## src/rtl/smram_router_pkg.sv

```systemverilog
`timescale 1ns/1ps
package smram_router_pkg;
  typedef enum logic [1:0] {
    OP_SET_BASE  = 2'b00,
    OP_SET_END   = 2'b01,
    OP_FLIP_OPEN = 2'b10,
    OP_LOCK      = 2'b11
  } cfg_op_e;

  typedef enum logic {
    TGT_DRAM = 1'b0,
    TGT_VGA  = 1'b1
  } target_e;
endpackage

```

## src/rtl/smram_cfg_regs.sv

```systemverilog
`timescale 1ns/1ps
module smram_cfg_regs
  import smram_router_pkg::*;
#(
  parameter int unsigned ADDR_W    = 32,
  parameter logic [ADDR_W-1:0] RST_BASE = 'h30000,
  parameter logic [ADDR_W-1:0] RST_END  = 'h3FFFF,
  parameter int unsigned ENTRY_OFS = 'h8000
) (
  input  logic              clk,
  input  logic              rst_n,
  input  logic              cmd_valid,
  input  logic [1:0]        cmd_op,
  input  logic [ADDR_W-1:0] cmd_data,
  output logic [ADDR_W-1:0] base_o,
  output logic [ADDR_W-1:0] end_o,
  output logic              open_o,
  output logic              lock_o,
  output logic              cmd_err_o,
  output logic              cfg_err_o
);
  localparam logic [ADDR_W-1:0] MinSpan = ADDR_W'(ENTRY_OFS);

  logic [ADDR_W-1:0] base_q, base_d, end_q, end_d;
  logic              open_q, open_d, lock_q, lock_d, err_q, err_d;
  logic [ADDR_W-1:0] span;

  always_comb begin
    base_d = base_q;
    end_d  = end_q;
    open_d = open_q;
    lock_d = lock_q;
    err_d  = 1'b0;
    if (cmd_valid) begin
      if (lock_q) begin
        err_d = 1'b1;
      end else begin
        unique case (cfg_op_e'(cmd_op))
          OP_SET_BASE:  base_d = cmd_data;
          OP_SET_END:   end_d  = cmd_data;
          OP_FLIP_OPEN: open_d = ~open_q;
          OP_LOCK: begin
            lock_d = 1'b1;
            open_d = 1'b0;
          end
          default: ;
        endcase
      end
    end
  end

  always_ff @(posedge clk or negedge rst_n) begin
    if (!rst_n) begin
      base_q <= RST_BASE;
      end_q  <= RST_END;
      open_q <= 1'b0;
      lock_q <= 1'b0;
      err_q  <= 1'b0;
    end else begin
      base_q <= base_d;
      end_q  <= end_d;
      open_q <= open_d;
      lock_q <= lock_d;
      err_q  <= err_d;
    end
  end

  assign span      = end_q - base_q;
  assign cfg_err_o = (end_q <= base_q) || (span <= MinSpan);
  assign base_o    = base_q;
  assign end_o     = end_q;
  assign open_o    = open_q;
  assign lock_o    = lock_q;
  assign cmd_err_o = err_q;

  // lock is sticky until reset
  assert_lock_sticky_R7: assert property (@(posedge clk) disable iff (!rst_n)
    lock_q |=> lock_q);
  // an accepted lock command clears open
  assert_lock_clears_open_R7: assert property (@(posedge clk) disable iff (!rst_n)
    (cmd_valid && !lock_q && cmd_op == 2'b11) |=> (lock_q && !open_q));
  // open is frozen while locked
  assert_open_frozen_R6: assert property (@(posedge clk) disable iff (!rst_n)
    lock_q |=> $stable(open_q));
  // bounds frozen while locked
  assert_bounds_frozen_R8: assert property (@(posedge clk) disable iff (!rst_n)
    lock_q |=> ($stable(base_q) && $stable(end_q)));
  // a command under lock yields the error pulse
  assert_refused_pulse_R6: assert property (@(posedge clk) disable iff (!rst_n)
    (cmd_valid && lock_q) |=> err_q);
endmodule

```

## src/rtl/smram_addr_decode.sv

```systemverilog
`timescale 1ns/1ps
module smram_addr_decode
  import smram_router_pkg::*;
#(
  parameter int unsigned ADDR_W = 32,
  parameter logic [ADDR_W-1:0] VGA_LO = 'hA0000,
  parameter logic [ADDR_W-1:0] VGA_HI = 'hBFFFF
) (
  input  logic [ADDR_W-1:0] addr,
  input  logic [ADDR_W-1:0] base,
  input  logic [ADDR_W-1:0] top,
  input  logic              priv_mode,
  input  logic              open_bit,
  output logic              in_prot,
  output target_e           tgt
);
  logic in_vga;

  assign in_prot = (addr >= base) && (addr <= top);
  assign in_vga  = (addr >= VGA_LO) && (addr <= VGA_HI);

  always_comb begin
    if (in_prot) begin
      tgt = (priv_mode || open_bit) ? TGT_DRAM : TGT_VGA;
    end else if (in_vga) begin
      tgt = TGT_VGA;
    end else begin
      tgt = TGT_DRAM;
    end
  end
endmodule

```

## src/rtl/smram_route_slot.sv

```systemverilog
`timescale 1ns/1ps
module smram_route_slot
  import smram_router_pkg::*;
#(
  parameter int unsigned ADDR_W = 32,
  parameter int unsigned DATA_W = 32
) (
  input  logic              clk,
  input  logic              rst_n,
  input  logic              in_valid,
  output logic              in_ready,
  input  logic [ADDR_W-1:0] in_addr,
  input  logic              in_we,
  input  logic [DATA_W-1:0] in_wdata,
  input  target_e           in_tgt,
  output logic              dram_valid_o,
  input  logic              dram_ready,
  output logic              vga_valid_o,
  input  logic              vga_ready,
  output logic [ADDR_W-1:0] out_addr,
  output logic              out_we,
  output logic [DATA_W-1:0] out_wdata
);
  logic              vld_q, vld_d;
  target_e           tgt_q, tgt_d;
  logic [ADDR_W-1:0] addr_q, addr_d;
  logic              we_q, we_d;
  logic [DATA_W-1:0] data_q, data_d;
  logic              drain, accept, load_en;

  assign drain    = vld_q && ((tgt_q == TGT_DRAM) ? dram_ready : vga_ready);
  assign in_ready = !vld_q || drain;
  assign accept   = in_valid && in_ready;
  assign load_en  = accept;

  always_comb begin
    vld_d  = vld_q;
    tgt_d  = tgt_q;
    addr_d = addr_q;
    we_d   = we_q;
    data_d = data_q;
    if (load_en) begin
      vld_d  = 1'b1;
      tgt_d  = in_tgt;
      addr_d = in_addr;
      we_d   = in_we;
      data_d = in_wdata;
    end else if (drain) begin
      vld_d = 1'b0;
    end
  end

  always_ff @(posedge clk or negedge rst_n) begin
    if (!rst_n) begin
      vld_q <= 1'b0;
    end else begin
      vld_q <= vld_d;
    end
  end

  always_ff @(posedge clk) begin
    if (load_en) begin
      tgt_q  <= tgt_d;
      addr_q <= addr_d;
      we_q   <= we_d;
      data_q <= data_d;
    end
  end

  assign dram_valid_o = vld_q && (tgt_q == TGT_DRAM);
  assign vga_valid_o  = vld_q && (tgt_q == TGT_VGA);
  assign out_addr     = addr_q;
  assign out_we       = we_q;
  assign out_wdata    = data_q;

  // only one target is offered a request
  assert_one_target_R10: assert property (@(posedge clk) disable iff (!rst_n)
    !(dram_valid_o && vga_valid_o));
  // a stalled DRAM request holds still
  assert_hold_dram_R10: assert property (@(posedge clk) disable iff (!rst_n)
    (dram_valid_o && !dram_ready) |=>
      (dram_valid_o && $stable(out_addr) && $stable(out_we) && $stable(out_wdata)));
  // a stalled VGA request holds still
  assert_hold_vga_R10: assert property (@(posedge clk) disable iff (!rst_n)
    (vga_valid_o && !vga_ready) |=>
      (vga_valid_o && $stable(out_addr) && $stable(out_we) && $stable(out_wdata)));
endmodule

```

## src/rtl/smram_router.sv

```systemverilog
`timescale 1ns/1ps
module smram_router
  import smram_router_pkg::*;
#(
  parameter int unsigned ADDR_W    = 32,
  parameter int unsigned DATA_W    = 32,
  parameter int unsigned ENTRY_OFS = 'h8000,
  parameter logic [ADDR_W-1:0] RST_BASE = 'h30000,
  parameter logic [ADDR_W-1:0] RST_END  = 'h3FFFF,
  parameter logic [ADDR_W-1:0] VGA_LO   = 'hA0000,
  parameter logic [ADDR_W-1:0] VGA_HI   = 'hBFFFF
) (
  input  logic              clk,
  input  logic              rst_n,
  input  logic              priv_mode,
  input  logic              req_valid,
  output logic              req_ready,
  input  logic [ADDR_W-1:0] req_addr,
  input  logic              req_we,
  input  logic [DATA_W-1:0] req_wdata,
  input  logic              cmd_valid,
  input  logic [1:0]        cmd_op,
  input  logic [ADDR_W-1:0] cmd_data,
  output logic              dram_valid,
  input  logic              dram_ready,
  output logic [ADDR_W-1:0] dram_addr,
  output logic              dram_we,
  output logic [DATA_W-1:0] dram_wdata,
  output logic              vga_valid,
  input  logic              vga_ready,
  output logic [ADDR_W-1:0] vga_addr,
  output logic              vga_we,
  output logic [DATA_W-1:0] vga_wdata,
  output logic              open_bit,
  output logic              lock_bit,
  output logic [ADDR_W-1:0] range_base,
  output logic [ADDR_W-1:0] range_end,
  output logic              cfg_err,
  output logic              cmd_err
);
  logic [1:0]        rst_sync_q;
  logic              rst_n_int;
  logic              in_prot;
  target_e           tgt;
  logic [ADDR_W-1:0] slot_addr;
  logic              slot_we;
  logic [DATA_W-1:0] slot_wdata;

  always_ff @(posedge clk or negedge rst_n) begin
    if (!rst_n) begin
      rst_sync_q <= 2'b00;
    end else begin
      rst_sync_q <= {rst_sync_q[0], 1'b1};
    end
  end
  assign rst_n_int = rst_sync_q[1];

  smram_cfg_regs #(
    .ADDR_W(ADDR_W), .RST_BASE(RST_BASE), .RST_END(RST_END), .ENTRY_OFS(ENTRY_OFS)
  ) u_regs (
    .clk(clk), .rst_n(rst_n_int),
    .cmd_valid(cmd_valid), .cmd_op(cmd_op), .cmd_data(cmd_data),
    .base_o(range_base), .end_o(range_end),
    .open_o(open_bit), .lock_o(lock_bit),
    .cmd_err_o(cmd_err), .cfg_err_o(cfg_err)
  );

  smram_addr_decode #(
    .ADDR_W(ADDR_W), .VGA_LO(VGA_LO), .VGA_HI(VGA_HI)
  ) u_dec (
    .addr(req_addr), .base(range_base), .top(range_end),
    .priv_mode(priv_mode), .open_bit(open_bit),
    .in_prot(in_prot), .tgt(tgt)
  );

  smram_route_slot #(
    .ADDR_W(ADDR_W), .DATA_W(DATA_W)
  ) u_slot (
    .clk(clk), .rst_n(rst_n_int),
    .in_valid(req_valid), .in_ready(req_ready),
    .in_addr(req_addr), .in_we(req_we), .in_wdata(req_wdata), .in_tgt(tgt),
    .dram_valid_o(dram_valid), .dram_ready(dram_ready),
    .vga_valid_o(vga_valid), .vga_ready(vga_ready),
    .out_addr(slot_addr), .out_we(slot_we), .out_wdata(slot_wdata)
  );

  assign dram_addr  = slot_addr;
  assign dram_we    = slot_we;
  assign dram_wdata = slot_wdata;
  assign vga_addr   = slot_addr;
  assign vga_we     = slot_we;
  assign vga_wdata  = slot_wdata;

  // closed protected access from ordinary mode is diverted to VGA
  assert_divert_vga_R2: assert property (@(posedge clk) disable iff (!rst_n_int)
    (req_valid && req_ready && in_prot && !priv_mode && !open_bit) |=> (vga_valid && !dram_valid));
  // privileged protected access reaches DRAM
  assert_priv_dram_R3: assert property (@(posedge clk) disable iff (!rst_n_int)
    (req_valid && req_ready && in_prot && priv_mode) |=> (dram_valid && !vga_valid));
  // open bit lets ordinary mode reach DRAM
  assert_open_dram_R4: assert property (@(posedge clk) disable iff (!rst_n_int)
    (req_valid && req_ready && in_prot && open_bit) |=> dram_valid);
  // accepted address shows up one cycle later
  assert_addr_passed_R11: assert property (@(posedge clk) disable iff (!rst_n_int)
    (req_valid && req_ready) |=> (dram_addr == $past(req_addr)));
endmodule

```

## config.mk

```make
export PLATFORM = sky130hd
export DESIGN_NAME = smram_router
export DESIGN_NICKNAME = d
export VERILOG_FILES = /design/src/rtl/smram_router_pkg.sv /design/src/rtl/smram_cfg_regs.sv /design/src/rtl/smram_addr_decode.sv /design/src/rtl/smram_route_slot.sv /design/src/rtl/smram_router.sv
export SDC_FILE = /design/constraint.sdc
export NUM_CORES = 1
export LEC_CHECK = 0
export BUFFER_PORTS_ARGS = -buffer_cell sky130_fd_sc_hd__buf_2
export CAP_MARGIN = 30
export CORE_MARGIN = 2
export CORE_UTILIZATION = 55
export CTS_BUF_LIST = sky130_fd_sc_hd__clkbuf_8
export DETAILED_ROUTE_END_ITERATION = 8
export PLACE_DENSITY = 0.95
export SYNTH_ARGS = -nofsm -noshare
export SYNTH_HDL_FRONTEND = slang
export SYNTH_SLANG_ARGS = --single-unit
```

## constraint.sdc

```tcl
create_clock -name clk -period 6.5 [get_ports clk]
set_input_delay 0.975 -clock clk [delete_from_list [all_inputs] [get_ports clk]]
set_output_delay 0.975 -clock clk [all_outputs]
set_load 0.1 [all_outputs]
```

==> results.md <==
- Die Y: 129.0 µm
- Most used cell, CP: nand4_1
- Setup WS pre-CTS: between 1.5 and 2 ns
- Synth cell count leaders: ha_1 (96), nand2_1 (92), o21ai_0 (84), inv_1 (76), edfxtp_1 (66)
- Seq/Total Area, Yosys: 43.71%
- Flops & latches, synth: ~140
- Fillers: 1243
- GPL Wtd Cong: 0.9644
- Initial DRT Pass Iterations: 5
- Root Buffer: clkbuf_8
- Crit. End Element: output pin
- Fmax: around 200 MHz
- CTS tree: done
- Area Overhead vs Synth: 19.96%
- P_leak: between 4 and 5 nW
- Die width: 129.0 µm
- Min-Delay Path Class: in -> async
- Area of the multi-input gates: 4008 µm²
- Vias: 7696
- Dominant cell type by area after synthesis: edfxtp_1
- Wire length per cell: approximately 18 µm
- Slowest-stage cell, CP: dfstp_2
- Overall power: 5.235 mW
- Cells after Synth: 869
- Vias in the first global route: 7473
- Clock period minus worst slack: 5.038 ns
- First-iteration detailed-routing DRC count: 708
- Routed WL: 24360 µm
- Fin crit share: 77.50%
- Die area: 16650 µm²
- First-pass GRT wire length: 37860 µm
- Syn Nets: approximately 1100
- Final setup vio count: 0
- IO Pins: between 300 and 400
- Setup crit start kind: register
- # diodes: 0
- Power per cell area: between 500 and 600 nW/µm²
- Finished Cell Area: 10320 µm²
- Met3 GRT Util: under 10%
- Crit-path cells: inv_1, ha_1, nand4_1, nor4_1, o21ai_0, nand4_2, mux2i_1, o2111a_1, o211a_1, nand4_1, o31ai_2, buf_2
- Drt drc: 0
- Most common cell in the netlist: ha_1
- Slowest stage delay, CP: 0.53 ns
- Syn Area/Cell: 9.896 µm²
- Final Worst Setup Slack: around 1.5 ns
- Worst VDD drop: 0.2448 mV
- Total GRT Usage: 29.62%
- Initial antenna violation count: 0
- Met1 usage: 37.22%
- CP arrival: 4.06 ns
- Measured slew at the worst slew-check pin: 0.9417 ns
- RSZ-0062 raised after global routing: false
- Critical Path RT: 5.52 ns
- Status: finished clean
- Top-area cell type share of the netlist area: 23.05%
- TNS Setup: 0 ns
- Gr busiest metal: met2
- Largest net degree at the start of global routing: 69
- Total grt overflow: 0
- Num rows: 45
- Post-DRT Antenna Nets: 0
- Port Buffer Count: 306
- Synthesis Warnings: 0
- Num CTS Buffers: 17
- Max-cap viol count: 0
- Synth area leaders: edfxtp_1 (23%), dfrtp_1 (15%), ha_1 (14%), dfstp_2 (6.1%), buf_4 (5.7%)
- Worst skew pair latency: approximately 0.47 ns
- Worst Path Max Fanout: 10
- Final Hold Fails: 0
- Total Nets Final: 1314
- Clock Sinks: 136
- Asr flop ratio synth: between 50% and 60%
- Mapped Area: 8599 µm²
- Vias per inst: 5.760
- Core Box Area: 15260 µm²
- Post-synth EDFFs: 66
- Post-CTS setup buffers: 0
- Yosys cell types: 70
- H-tree lvl count: 4
- DP Area: 9871 µm²
- Clock Pin Slew Worst Setup and Hold Paths: 0.08 ns
- Ys flop type: edfxtp_1
- Slew Limit Headroom: 37.22%
- Crit Path Class: reg -> out
- Clk_skew: 0.009389 ns
- Post_cts resized: 0
- CTS max path bufs: 2
- Dpl hpwl: approximately 19000 µm
- Met2 usage: 48.49%
- Post-CTS Hold Buffers: 0
- FF+latch area: 3760 µm²
- Initial Util: 56.36%
- Final-report max-slew violation count: 0
- Layout cells sized above 1: 33.87%
## routing by layer
layer / up-vias / part of all wire, %
met5: - / 0
met4: 0 / 4.2
met3: 82 / 8.5
met2: 430 / 48
met1: 3640 / 39
li1: 3544 / -
## flip-flops by register name, indices dropped and copies added, names as in the netlist
| register | flops |
|---|---|
| u_slot.out_wdata | 32 |
| u_slot.out_addr | 32 |
| u_regs.base_o | 32 |
| u_slot.tgt_q | 1 |
| u_slot.out_we | 1 |
| u_regs.cmd_err_o | 1 |
| u_regs.lock_o | 1 |
| u_regs.end_o | 32 |
| u_slot.vld_q | 1 |
| rst_sync_q | 2 |
| u_regs.open_o | 1 |
## critical path: cells and delay by family (launching register included)
kind / cells / cell delay [ns]
simple gates: 4 / 0.97
buf+inv: 2 / 0.55
mux: 1 / 0.21
flops: 1 / 0.53
compound gates: 4 / 0.87
fa+ha+maj: 1 / 0.47
## report_power, final
| group | switching, mW | internal (mW) | total, mW |
|---|---|---|---|
| clock network | 0.350 | 0.430 | 0.780 |
| registers | 0.0978 | 1.09 | 1.18 |
| logic | 2.46 | 0.809 | 3.27 |
## logic make-up (layout without fill, tap and decap cells)
family | count (synthesis) | in the layout | synth area share [%]
other cells | 1 | 1 | 0.04361
mux | 8 | 8 | 0.9748
buf+inv | 161 | 417 | 9.966
fa+ha+maj | 96 | 96 | 13.97
flops | 136 | 136 | 43.71
xor+xnor | 16 | 16 | 1.630
compound gates | 219 | 219 | 16.06
simple gates | 232 | 232 | 13.65
## layout make-up
cell class,instances,share of cell area [%]
Clock inverter,14,1.916
Sequential cell,136,36.45
Inverter,76,2.765
Multi-Input combinational cell,572,38.85
Clock buffer,18,2.401
Timing Repair Buffer,309,15.06
Tap cell,211,2.559
## cells in the final DEF (no fill, tap or decap), drive strengths merged, types with 5 or more instances in the layout
| master | n |
|---|---|
| xor2 | 5 |
| o31ai | 7 |
| edfxtp | 66 |
| o21ai | 90 |
| o21a | 7 |
| a21o | 24 |
| nand3 | 12 |
| nor2b | 10 |
| ha | 96 |
| o211ai | 7 |
| nand4 | 25 |
| nand2 | 92 |
| buf | 309 |
| nand2b | 16 |
| inv | 78 |
| a21oi | 44 |
| nor4 | 11 |
| xnor2 | 11 |
| dfrtp | 50 |
| dfstp | 20 |
| a211oi | 7 |
| clkbuf | 18 |
| nor2 | 28 |
| and3 | 7 |
| and2 | 6 |
| nor3 | 8 |
| mux2i | 5 |
## worst paths after layout
kind	start	end	slack (ns)	cells after the start
setup / recovery	u_regs.base_o[16]	cfg_err	1.46	12
hold / removal	rst_n	rst_sync_q[1]	0.27	1
setup reg to reg	u_regs.end_o[9]	u_slot.tgt_q	3.39	11
hold reg to reg	rst_sync_q[0]	rst_sync_q[1]	0.36	0
max in group asynchronous	rst_sync_q[1]	u_regs.base_o[10]	5.45	1
min in group clk	rst_sync_q[0]	rst_sync_q[1]	0.36	0
## per-stage QoR
stage / utilization, % / hold WS, ns / std cells
finish: 67.61 / 0.2749 / 1336
global route: 67.61 / 0.2549 / 1336
CTS: 67.61 / 0.2461 / 1336
detailed placement: 64.69 / 0.3425 / 1304
global placement: 64.69 / 0.3366 / 1304
floorplan: - / 0.3312 / 869
No activity file was read; power rests on OpenSTA's default activity.
